[config.mk]
export PLATFORM = sky130hd
export DESIGN_NAME = burst_pkt_decoder
export DESIGN_NICKNAME = d
export VERILOG_FILES = /design/src/rtl/bpd_pkg.sv /design/src/rtl/bpd_sync_hunter.sv /design/src/rtl/bpd_field_shift.sv /design/src/rtl/bpd_code_check.sv /design/src/rtl/burst_pkt_decoder.sv
export SDC_FILE = /design/constraint.sdc
export NUM_CORES = 1
export LEC_CHECK = 0
export ABC_AREA = 1
export BUFFER_PORTS_ARGS = -buffer_cell sky130_fd_sc_hd__buf_4
export CORE_MARGIN = 4
export CORE_UTILIZATION = 50
export CTS_CLUSTER_DIAMETER = 50
export DETAILED_ROUTE_END_ITERATION = 6
export HOLD_SLACK_MARGIN = 0.15
export PLACE_DENSITY = 0.76
export SYNTH_ARGS = -nofsm -noshare
export SYNTH_HDL_FRONTEND = slang
export SYNTH_SLANG_ARGS = --single-unit
[constraint.sdc]
create_clock -name clk -period 2.7 [get_ports clk]
set_input_delay 0.54 -clock clk [delete_from_list [all_inputs] [get_ports clk]]
set_output_delay 0.54 -clock clk [all_outputs]
set_load 0.02 [all_outputs]
[src/rtl/bpd_pkg.sv]
package bpd_pkg;

   typedef enum logic [0:0] {
      DS_HUNT  = 1'b0,
      DS_FIELD = 1'b1
   } dec_state_e;

   // Expected completion code: all-ones minus ID plus set, truncated.
   function automatic logic [3:0] expect_code(input logic [3:0] id,
                                              input logic [3:0] set);
      logic [4:0] sum;
      sum = 5'd15 - {1'b0, id} + {1'b0, set};
      return sum[3:0];
   endfunction

endpackage

[src/rtl/bpd_sync_hunter.sv]
module bpd_sync_hunter #(
   parameter int MIN_PREAMBLE = 8
) (
   input  logic clk,
   input  logic rst,
   input  logic hunt_en,
   input  logic bit_enable,
   input  logic bit_in,
   output logic start_seen
);
   localparam int RUN_W = $clog2(MIN_PREAMBLE + 1);
   localparam logic [RUN_W-1:0] RUN_MAX = RUN_W'(MIN_PREAMBLE);

   generate
      if (MIN_PREAMBLE < 1) begin : g_bad_min
         $error("MIN_PREAMBLE must be at least 1");
      end
   endgenerate

   logic [RUN_W-1:0] run_q;
   logic             run_full;

   assign run_full   = (run_q == RUN_MAX);
   assign start_seen = hunt_en & bit_enable & ~bit_in & run_full;

   always_ff @(posedge clk) begin
      if (rst || !hunt_en) begin
         run_q <= '0;
      end else if (bit_enable) begin
         if (bit_in) begin
            if (!run_full) run_q <= run_q + 1'b1;
         end else begin
            run_q <= '0;
         end
      end
   end


   run_bound_chk: assert property (@(posedge clk) disable iff (rst)
      run_q <= RUN_MAX);


   start_after_run_chk: assert property (@(posedge clk) disable iff (rst)
      start_seen |=> (run_q == '0));

endmodule

[src/rtl/bpd_field_shift.sv]
module bpd_field_shift #(
   parameter int FRAME_W   = 24,
   parameter bit MSB_FIRST = 1'b1
) (
   input  logic               clk,
   input  logic               rst,
   input  logic               clear,
   input  logic               active,
   input  logic               bit_enable,
   input  logic               bit_in,
   output logic               last_bit,
   output logic [FRAME_W-1:0] frame_next
);
   localparam int CNT_W = $clog2(FRAME_W + 1);
   localparam logic [CNT_W-1:0] CNT_LAST = CNT_W'(FRAME_W - 1);

   generate
      if (FRAME_W < 2) begin : g_bad_frame
         $error("FRAME_W must be at least 2");
      end
   endgenerate

   logic [FRAME_W-1:0] shreg_q;
   logic [CNT_W-1:0]   cnt_q;
   logic               take;

   assign take     = active & bit_enable;
   assign last_bit = take & (cnt_q == CNT_LAST);

   generate
      if (MSB_FIRST) begin : g_msb
         assign frame_next = {shreg_q[FRAME_W-2:0], bit_in};
      end else begin : g_lsb
         assign frame_next = {bit_in, shreg_q[FRAME_W-1:1]};
      end
   endgenerate

   always_ff @(posedge clk) begin
      if (rst || clear) begin
         shreg_q <= '0;
         cnt_q   <= '0;
      end else if (take) begin
         shreg_q <= frame_next;
         cnt_q   <= cnt_q + 1'b1;
      end
   end


   idle_hold_chk: assert property (@(posedge clk) disable iff (rst)
      (!bit_enable && !clear) |=> $stable(shreg_q) && $stable(cnt_q));


   count_bound_chk: assert property (@(posedge clk) disable iff (rst)
      active |-> cnt_q <= CNT_LAST);

endmodule

[src/rtl/bpd_code_check.sv]
module bpd_code_check #(
   parameter int ID_W         = 4,
   parameter int SET_W        = 4,
   parameter int TEST_SET_MIN = 14
) (
   input  logic [ID_W-1:0]  rx_id,
   input  logic [ID_W-1:0]  rx_code,
   input  logic [SET_W-1:0] set_sel,
   output logic             accept,
   output logic             test_set
);
   import bpd_pkg::*;

   localparam logic [ID_W-1:0] ID_LOW  = '0;
   localparam logic [ID_W-1:0] ID_HIGH = '1;

   generate
      if (ID_W != 4 || SET_W != 4) begin : g_bad_w
         $error("completion code rule is defined for 4-bit ID and set");
      end
   endgenerate

   logic id_ok;
   logic code_ok;

   assign id_ok    = (rx_id != ID_LOW) && (rx_id != ID_HIGH);
   assign code_ok  = (rx_code == expect_code(rx_id, set_sel));
   assign accept   = id_ok & code_ok;
   assign test_set = (set_sel >= SET_W'(TEST_SET_MIN));

endmodule

[src/rtl/burst_pkt_decoder.sv]
module burst_pkt_decoder #(
   parameter int MIN_PREAMBLE = 8,
   parameter int ID_W         = 4,
   parameter int DATA_W       = 16,
   parameter int SET_W        = 4,
   parameter int TEST_SET_MIN = 14
) (
   input  logic                    clk,
   input  logic                    rst,
   input  logic                    bit_enable,
   input  logic                    bit_in,
   input  logic [SET_W-1:0]        set_sel,
   output logic                    pkt_valid,
   output logic                    pkt_error,
   output logic                    pkt_test,
   output logic [SET_W+ID_W-1:0]   pkt_channel,
   output logic [DATA_W-1:0]       pkt_data
);
   import bpd_pkg::*;

   localparam int CODE_W  = ID_W;
   localparam int FRAME_W = ID_W + DATA_W + CODE_W;
   localparam int CODE_LO = 0;
   localparam int DATA_LO = CODE_W;
   localparam int ID_LO   = CODE_W + DATA_W;

   dec_state_e         state_q;
   logic               hunting;
   logic               start_seen;
   logic               last_bit;
   logic [FRAME_W-1:0] frame_next;
   logic [ID_W-1:0]    rx_id;
   logic [DATA_W-1:0]  rx_data;
   logic [CODE_W-1:0]  rx_code;
   logic               accept;
   logic               test_set;

   assign hunting = (state_q == DS_HUNT);

   bpd_sync_hunter #(.MIN_PREAMBLE(MIN_PREAMBLE)) u_hunt (
      .clk        (clk),
      .rst        (rst),
      .hunt_en    (hunting),
      .bit_enable (bit_enable),
      .bit_in     (bit_in),
      .start_seen (start_seen)
   );

   bpd_field_shift #(.FRAME_W(FRAME_W), .MSB_FIRST(1'b1)) u_shift (
      .clk        (clk),
      .rst        (rst),
      .clear      (start_seen),
      .active     (!hunting),
      .bit_enable (bit_enable),
      .bit_in     (bit_in),
      .last_bit   (last_bit),
      .frame_next (frame_next)
   );

   assign rx_id   = frame_next[ID_LO   +: ID_W];
   assign rx_data = frame_next[DATA_LO +: DATA_W];
   assign rx_code = frame_next[CODE_LO +: CODE_W];

   bpd_code_check #(.ID_W(ID_W), .SET_W(SET_W), .TEST_SET_MIN(TEST_SET_MIN)) u_chk (
      .rx_id    (rx_id),
      .rx_code  (rx_code),
      .set_sel  (set_sel),
      .accept   (accept),
      .test_set (test_set)
   );

   always_ff @(posedge clk) begin
      if (rst) begin
         state_q     <= DS_HUNT;
         pkt_valid   <= 1'b0;
         pkt_error   <= 1'b0;
         pkt_test    <= 1'b0;
         pkt_channel <= '0;
         pkt_data    <= '0;
      end else begin
         pkt_valid <= 1'b0;
         pkt_error <= 1'b0;
         pkt_test  <= 1'b0;
         case (state_q)
            DS_HUNT: begin
               if (start_seen) state_q <= DS_FIELD;
            end
            DS_FIELD: begin
               if (last_bit) begin
                  state_q <= DS_HUNT;
                  if (accept) begin
                     pkt_valid   <= 1'b1;
                     pkt_test    <= test_set;
                     pkt_channel <= {set_sel, rx_id};
                     pkt_data    <= rx_data;
                  end else begin
                     pkt_error <= 1'b1;
                  end
               end
            end
            default: state_q <= DS_HUNT;
         endcase
      end
   end


   excl_pulse_chk: assert property (@(posedge clk) disable iff (rst)
      !(pkt_valid && pkt_error));


   valid_single_chk: assert property (@(posedge clk) disable iff (rst)
      pkt_valid |=> !pkt_valid);


   err_hold_chk: assert property (@(posedge clk) disable iff (rst)
      pkt_error |-> $stable(pkt_channel) && $stable(pkt_data));


   rearm_chk: assert property (@(posedge clk) disable iff (rst)
      (pkt_valid || pkt_error) |-> state_q == DS_HUNT);


   test_only_valid_chk: assert property (@(posedge clk) disable iff (rst)
      pkt_test |-> pkt_valid);

endmodule

* Word-level counts from Yosys, hierarchy flattened
Cells that the tools add are included.
** Word-level totals
- Flip-flop bits (word level) :: 60
- Input port bits :: 8
- Logic and storage cells :: 44
** Cells by class
- Add/subtract/negate cells :: 4
- Order comparisons :: 1
- Equal/unequal tests :: 5
- Multiplexer cells :: 7
- Bitwise operators :: 10
- Reductions and logical operators :: 8
** Operator list (number)
- 2-to-1 mux 4 bit :: 2
- AND 1 bit :: 6
- adder 5 x 1 -> 5 bit (second input constant) :: 1
- equality test 5 bit (second input constant) :: 1
- adder 4 x 1 -> 4 bit (second input constant) :: 1
- adder 4 bit :: 1
- equality test 4 bit :: 1
- equality test 4 bit (second input constant) :: 1
- greater-or-equal comparator 4 bit (second input constant) :: 1
- 2-to-1 mux 1 bit :: 4
- != test 4 bit (second input constant) :: 1
- NOT 1 bit :: 4
- nonzero test 4 bit :: 1
- OR reduction 4 bit :: 1
- subtractor 4 bit (first input constant) :: 1
- AND reduction 3 bit :: 1
- OR reduction 3 bit :: 1
- logical OR 1 bit :: 2
- != test 2 bit (second input constant) :: 1
- one-hot mux 1 bit (2 select lines) :: 1
- AND reduction 2 bit :: 1
- logical AND 1 bit :: 1

* Longest topological paths before layout
Gate-level depths: netlist of run 1.
- Depth after elaboration :: 6
- Gate-level depth with buffers :: 14
- Mapped depth without buffers :: 13

* By module
From an unflattened synthesis of run 1, not the netlist that was laid out.
** Second synthesis, totals
- Cells, all modules :: 397
- Area total of the unflattened synthesis :: 2727.6 um^2
** Modules (own cells, without submodules)
- burst_pkt_decoder :: times used 1, cells an instance 164, area each 1119.8 um^2
- bpd_field_shift :: times used 1, cells an instance 135, area each 1058.5 um^2
- bpd_sync_hunter :: times used 1, cells an instance 44, area each 287.8 um^2
- bpd_code_check :: times used 1, cells an instance 54, area each 261.5 um^2

* Worst setup path after synthesis of run 1
No wires, ideal clock.
- Path kind :: input port to flip-flop
- From :: in set_sel[0]
- To :: reg pkt_channel[4]
- Library setup time :: 0.110 ns
- Arrival :: 2.230 ns
- Required time :: 2.590 ns
- Path slack :: 0.360 ns
- Stages on the path :: 12
- Buffers on the path :: 1
- Path through :: ha_1 > fa_1 > inv_1 > nand2_1 > nand2_1 > nor2_1 > nand2_1 > nor2_2 > clkbuf_1 > nand4_1 > nand2_1 > nor2_1
** On the way
- Word-level cells in the longest chain between the ends :: 4
** Ends and longest elaborated chain
- start: declaration :: RTL line burst_pkt_decoder.sv:12 : input logic [SET_W-1:0] set_sel,
- adder 4 bit :: RTL line bpd_pkg.sv:12 : sum = 5'd15 - {1'b0, id} + {1'b0, set};
- equality test 4 bit :: RTL line bpd_code_check.sv:27 : assign code_ok = (rx_code == expect_code(rx_id, set_sel));
- AND 1 bit :: RTL line bpd_code_check.sv:28 : assign accept = id_ok & code_ok;
- AND reduction 3 bit (no source line)
- end signal: assignment :: RTL line burst_pkt_decoder.sv:94 : pkt_channel <= {set_sel, rx_id};
- end: declaration :: RTL line burst_pkt_decoder.sv:16 : output logic [SET_W+ID_W-1:0] pkt_channel,
Several ways; a longest one is shown, not always the timed one.
A chain may end at the register's enable or synchronous reset.

* Worst setup path in the final report of run 1
- From :: reg u_shift.shreg_q[19]
- To :: reg pkt_data[2]
** On the way
- Word-level cells in the longest chain between the ends :: 5
- Elaborated cells on any way between the ends :: 8
- Classes of those cells :: add/sub: 2; eq/ne: 2; bitwise: 1; reduce/logical: 3
** Ends and longest elaborated chain
- start: declaration :: RTL line bpd_field_shift.sv:23 : logic [FRAME_W-1:0] shreg_q;
- start signal: assignment :: RTL line bpd_field_shift.sv:43 : shreg_q <= frame_next;
- subtractor 4 bit :: RTL line bpd_pkg.sv:12
- adder 4 bit :: RTL line bpd_pkg.sv:12
- equality test 4 bit :: RTL line bpd_code_check.sv:27
- AND 1 bit * :: RTL line bpd_code_check.sv:28
- AND reduction 3 bit (no source line) *
- end signal: assignment :: RTL line burst_pkt_decoder.sv:95 : pkt_data <= rx_data;
- end: declaration :: RTL line burst_pkt_decoder.sv:17 : output logic [DATA_W-1:0] pkt_data
Every way passes the cells marked *; elsewhere a longest branch is shown, timed or not.

==> results by group, run 1 <==
Power
  – Worst VDD drop: 0.0003372 V
  – Lkg Pwr: around 0.0015 µW
  – Pwr Density: 523.9 nW/µm²

Die
  – Row cnt: 27
  – Core area: 5540 µm²
  – Die ar.: 7036 µm²
  – Initial Utilization: 0.5196
  – Ports: 35
  – Die Wd: 83.88 µm
  – Die Y: roughly 84 µm

STA
  – Setup violators final: 0
  – Max-slew violation count: 0
  – Worst slew pin tran: 0.5265 ns
  – Highest clock rate: ~410 MHz
  – Final Skew: 0.007784 ns
  – Fin crit period: 2.438 ns
  – Setup TNS: 0 ns
  – Tcrit/Tclk final: 0.9030
  – Worst slew margin: 0.6468
  – Unrepaired setup endpoints after global routing: false
  – Fin. Hold Viols: 0

Finish
  – Post-layout util: 0.6145
  – Syn-to-layout area delta: 18.25%
  – Ant diodes: 0
  – Fillers: 517
  – Layout Nets: 471
  – Fraction of layout cells with a size suffix above 1: 0.1438

Clock tree
  – Clock latency on the worst-skew pair: 0.34 ns
  – Clk buf depth: 2
  – CTS sink count: 60
  – CTS tree: built
  – Post-CTS setup buffers: 0
  – # hold bufs at CTS: 0
  – Clock Tree Root: clkbuf_8
  – CTS buffer count: 9
  – CTS resizes: 0
  – Clock-pin slew on the worst setup and hold paths: 0.07 ns
  – H-tree depth: 3

Drt
  – DRT Pass-1 Iters: 4
  – DRT iter0 DRCs: 150
  – Via count: 2616
  – DRC: 0
  – Wire per inst: 11.61 µm
  – Avg Vias per Cell: 4.927
  – DRT antenna net count: 0
  – Final WL: around 6.2 mm

Synthesis
  – Top-count cell post-synth: nand2_1
  – Cell count after synthesis: between 400 and 500
  – Synth Register Bits: 60
  – Async SR Flop Fraction: 0
  – Number of synthesized flops with an enable pin: 0
  – Synth top area share: 0.4172
  – Post-synth cell types: 29
  – Syn Nets: 437
  – Mean Syn Cell Area: 6.822 µm²
  – Top FF cell, synth: dfxtp_1
  – Part of the Yosys area used for sequential elements: 0.4172
  – Largest area contributor in the netlist: dfxtp_1
  – Post-synthesis cell area: ~2900 µm²
  – Yosys warning total: 0
  – Post-synth top cells: nand2_1, inv_1, dfxtp_1
  – Main area contributors after synthesis: dfxtp_1, nand2_1, inv_1

Job
  – Max cap viols: 0

Global routing
  – First-pass GRT wire length: 10.70 mm
  – Initial antenna violation count: 0
  – Met1 Use GR: 0.2272
  – GR Util met3: 0.06120
  – Total gr overflow: 0
  – Vias in the first global route: 2501
  – Total track usage: 0.1862
  – Most used routing layer: met2
  – M2 GR Usage: 0.2979
  – Pin count of the biggest net entering global routing: 29

Setup path
  – Crit Path Class: reg2reg
  – Crit Path Max Fanout: 12
  – Crit end category: register
  – Crit path DAT: 2.70 ns
  – Critical Path Start Type: register
  – Crit path required time: 2.97 ns

Worst hold path
  – Worst hold path class: in2reg

Outcome
  – Status: finished, final reports clean

Placement
  – Hpwl dp: 4.019 mm
  – Buffers added on ports: 34
  – Placer Congestion: 0.8582
## worst paths after layout
kind | start | to | slack (ns) | cells past startpoint
max | u_shift.shreg_q[19] | pkt_data[2] | 0.26 | 14
min | rst | state_q | 0.39 | 2
max reg2reg | u_shift.shreg_q[19] | pkt_data[2] | 0.26 | 14
min reg2reg | u_shift.shreg_q[12] | u_shift.shreg_q[12] | 0.48 | 2
## sequential cells by signal, summed over array words and instances, names as in the netlist
signal / cells
pkt_channel: 8
u_shift.cnt_q: 5
u_hunt.run_q: 4
state_q: 1
u_shift.shreg_q: 23
pkt_test: 1
pkt_valid: 1
pkt_error: 1
pkt_data: 16
## kinds of logic after synthesis
kind of cell	synth area share
flops	0.4172
xor+xnor	0.01217
compound gates	0.06258
fa+ha+maj	0.03303
buf+inv	0.1517
simple gates	0.3233
## power breakdown
group / internal (µW) / switching, µW / total [µW] / leakage, µW
combinational: 34.6 / 64.8 / 99.4 / 0.000894
sequential: 888 / 2.94 / 891 / 0.000483
clock: 465 / 328 / 793 / 0.0000983
## worst max-delay path, stage by stage (launching register included)
cell	delay [ns]
dfxtp_1	0.41
inv_1	0.09
ha_1	0.21
fa_1	0.50
inv_1	0.05
nand2_1	0.06
nand2_1	0.05
nor2_1	0.12
nand2_1	0.08
nor2_2	0.29
nand3_2	0.13
buf_4	0.20
nand2_1	0.06
inv_1	0.03
nor2_1	0.09
## layout make-up
cell class	instances	area, µm²	share of cell area
clock buffer	12	155.1	0.04557
clock inverter	2	35.03	0.01029
inverter	89	334.1	0.09813
multi-input combinational	253	1241	0.3646
sequential	60	1201	0.3528
tap	72	90.09	0.02646
timing repair buffer	43	347.8	0.1022
## stage by stage
stage / hold slack [ns] / instances / setup slack, ns / power, µW / cell area, µm²
2_1_floorplan: 0.4537 / 422 / 0.3595 / 973.9 / 2879
3_3_place_gp: 0.4663 / 517 / 0.2364 / 1005 / 3214
3_5_place_dp: 0.4691 / 517 / 0.1632 / 1007 / 3214
4_1_cts: 0.3720 / 531 / 0.2829 / 1799 / 3405
5_1_grt: 0.3944 / 531 / 0.05237 / 1852 / 3405
6_report: 0.3858 / 531 / 0.2620 / 1784 / 3405
## layout by cell type, fill, tap and decap left out, types with 2 or more instances in the layout
master	Yosys	final
or2_2	2	2
nand2_1	104	104
buf_12	0	2
nand3_1	29	29
inv_1	87	87
buf_4	2	41
ha_1	6	6
dfxtp_1	60	60
a21oi_1	27	27
nor2_1	36	36
clkbuf_8	0	11
xor2_1	3	3
o21ai_0	4	4
nand4_1	25	25
nor3_1	6	6
## per-layer routing
metal | part of all wire | vias up
met3 | 0.061 | 9
met1 | 0.46 | 1173
met5 | 0 | -
met2 | 0.47 | 70
met4 | 0.013 | 0
li1 | - | 1364
Note: power is estimated with default switching activity, not from simulation.
==> run 2, diff against run 1 <==
- BUFFER_PORTS_ARGS: -buffer_cell sky130_fd_sc_hd__buf_4 -> -buffer_cell sky130_fd_sc_hd__buf_2
==> run 2 against run 1 <==
  * Total power shrank 0.14%
  * Register-to-register slack gained 0.16 ns
  * Via count shrank 3.1%
  * Flip-flop and latch count is the same
  * Final area shrank 2.8%
==> results by group, run 2 (same netlist as run 1, synthesis figures left out) <==
Drt
  – DRC: 0
  – Avg Vias per Cell: 4.758
  – DRT iter0 DRCs: between 100 and 150
  – DRT antenna net count: 0
  – Via count: about 2.5k
  – Final WL: 5.698 mm
  – DRT Pass-1 Iters: 4
  – Wire per inst: about 11 µm

STA
  – Worst slew pin tran: 0.4869 ns
  – Setup violators final: 0
  – Unrepaired setup endpoints after global routing: false
  – Fin. Hold Viols: 0
  – Final Skew: 0.01389 ns
  – Highest clock rate: 439.8 MHz
  – Fin crit period: ~2.3 ns
  – Final hold slack: 0.4022 ns
  – Max-slew violation count: 0
  – Setup TNS: 0 ns
  – Tcrit/Tclk final: 0.8421
  – Worst slew margin: 0.6719

Clock tree
  – Clock-pin slew on the worst setup and hold paths: 0.07 ns
  – CTS buffer count: 9
  – CTS resizes: 0
  – H-tree depth: 3
  – Clock Tree Root: clkbuf_8
  – Post-CTS setup buffers: 0
  – Clk buf depth: 2
  – CTS sink count: 60
  – CTS tree: built
  – Clock latency on the worst-skew pair: 0.34 ns
  – # hold bufs at CTS: 0

Placement
  – Placed insts: 517
  – Hpwl dp: 3.906 mm
  – Buffers added on ports: 34
  – Placer Congestion: 0.7758

Setup path
  – Critical Path Start Type: register
  – Crit path cell chain: inv_1 -> ha_1 -> fa_1 -> inv_1 -> nand2_1 -> nand2_1 -> nor2_1 -> nand2_1 -> nor2_2 -> buf_4 -> nand4_1 -> nand2_1 -> nor2_1
  – Critical path buffer and inverter count: 3
  – Crit path required time: 2.94 ns
  – Cell mode on critical path: nand2_1
  – CP top delay family: adder cells
  – Crit Path Max Fanout: 26
  – Crit end category: register
  – CP max-delay cell: fa_1
  – Crit Path Class: reg2reg
  – Crit path DAT: 2.52 ns
  – Crit path largest cell delay: just over 0.5 ns

Power
  – NetSw: 414.3 µW
  – Clock share of power: 0.450
  – Flop pwr share: 0.500
  – Switching Fraction: 0.2326
  – Pwr Density: 538.0 nW/µm²
  – Lkg Pwr: 0.001475 µW
  – Internal Dissipation: 1367 µW
  – Part of the power in combinational logic: 0.050
  – Worst VDD drop: 0.0003649 V

Die
  – Die Wd: approximately 84 µm
  – Row cnt: 27
  – Ports: 35
  – Initial Utilization: 0.5196
  – Die Y: 83.88 µm
  – Core area: 5540 µm²
  – Die ar.: 7036 µm²

Global routing
  – Initial antenna violation count: 0
  – Pin count of the biggest net entering global routing: 29
  – First-pass GRT wire length: 10.01 mm
  – Total gr overflow: 0
  – Vias in the first global route: approximately 2.3k
  – Total track usage: 0.1742

Finish
  – Commonest non-fill, non-tap cell in the layout: nand2_1
  – Fraction of layout cells with a size suffix above 1: 0.1453
  – Syn-to-layout area delta: 14.99%
  – Layout Cells excl Fill: 533
  – Most frequent cells in the layout: nand2_1, inv_1, dfxtp_1, nor2_1, buf_2
  – Layout Nets: 471
  – Ant diodes: 0
  – Max reg flops: 23
  – Most flops, register: u_shift.shreg_q
  – Largest registers: u_shift.shreg_q (23), pkt_data (16), pkt_channel (8)

Job
  – Max cap viols: 0

Worst hold path
  – Worst hold path class: in2reg

Outcome
  – Status: finished, final reports clean
[run 2: cell count changes in the layout (fill, tap and decap cells not counted), sizes merged]
cell    before  now
clkinv       2    4
[run 2: final cells by class]
| cell class | instances | area (µm²) |
|---|---|---|
| clock buffer | 12 | 145.1 |
| clock inverter | 4 | 48.80 |
| fill | 535 | 2230 |
| inverter | 89 | 334.1 |
| multi-input combinational | 253 | 1241 |
| sequential | 60 | 1201 |
| tap | 72 | 90.09 |
| timing repair buffer | 43 | 250.2 |
[run 2: worst paths after layout]
path                                     startpoint  slack, ns  cells past startpoint                   to
worst max-delay path            u_shift.shreg_q[19]       0.43                     13         pkt_data[12]
worst min-delay path                            rst       0.40                      2              state_q
worst max register to register  u_shift.shreg_q[19]       0.43                     13         pkt_data[12]
worst min register to register  u_shift.shreg_q[13]       0.48                      2  u_shift.shreg_q[13]
[run 2: power by group through the flow]
stage / Sequential, µW / Clock, µW / Combinational (µW)
after floorplan: 910 / 0 / 64.2
after CTS: 890 / 818 / 90.7
after global placement: 910 / 0 / 88.1
after detailed placement: 910 / 0 / 90.4
final: 891 / 801 / 89.7
after global routing: 891 / 856 / 104
[run 2: through the flow]
stage	util	cell area, µm²	setup WS, ns	total power (µW)
2_1_floorplan	-	2879	0.3595	973.9
3_3_place_gp	0.5626	3117	0.2864	998.3
3_5_place_dp	0.5626	3117	0.2507	1001
4_1_cts	0.5976	3311	0.4129	1799
5_1_grt	0.5976	3311	0.2218	1851
6_report	0.5976	3311	0.4264	1781
[run 2: per-layer routing]
metal | share of wire | GRT usage
met1 | 0.47 | 0.2140
met2 | 0.45 | 0.2777
met4 | 0.024 | 0.09649
met3 | 0.049 | 0.04344
met5 | 0 | 0
[run 2: worst register-to-register path: stages (launching register included)]
cell	delay, ns
dfxtp_1	0.41
inv_1	0.09
ha_1	0.21
fa_1	0.51
inv_1	0.04
nand2_1	0.05
nand2_1	0.05
nor2_1	0.08
nand2_1	0.06
nor2_2	0.11
buf_4	0.29
nand4_1	0.14
nand2_1	0.09
nor2_1	0.05
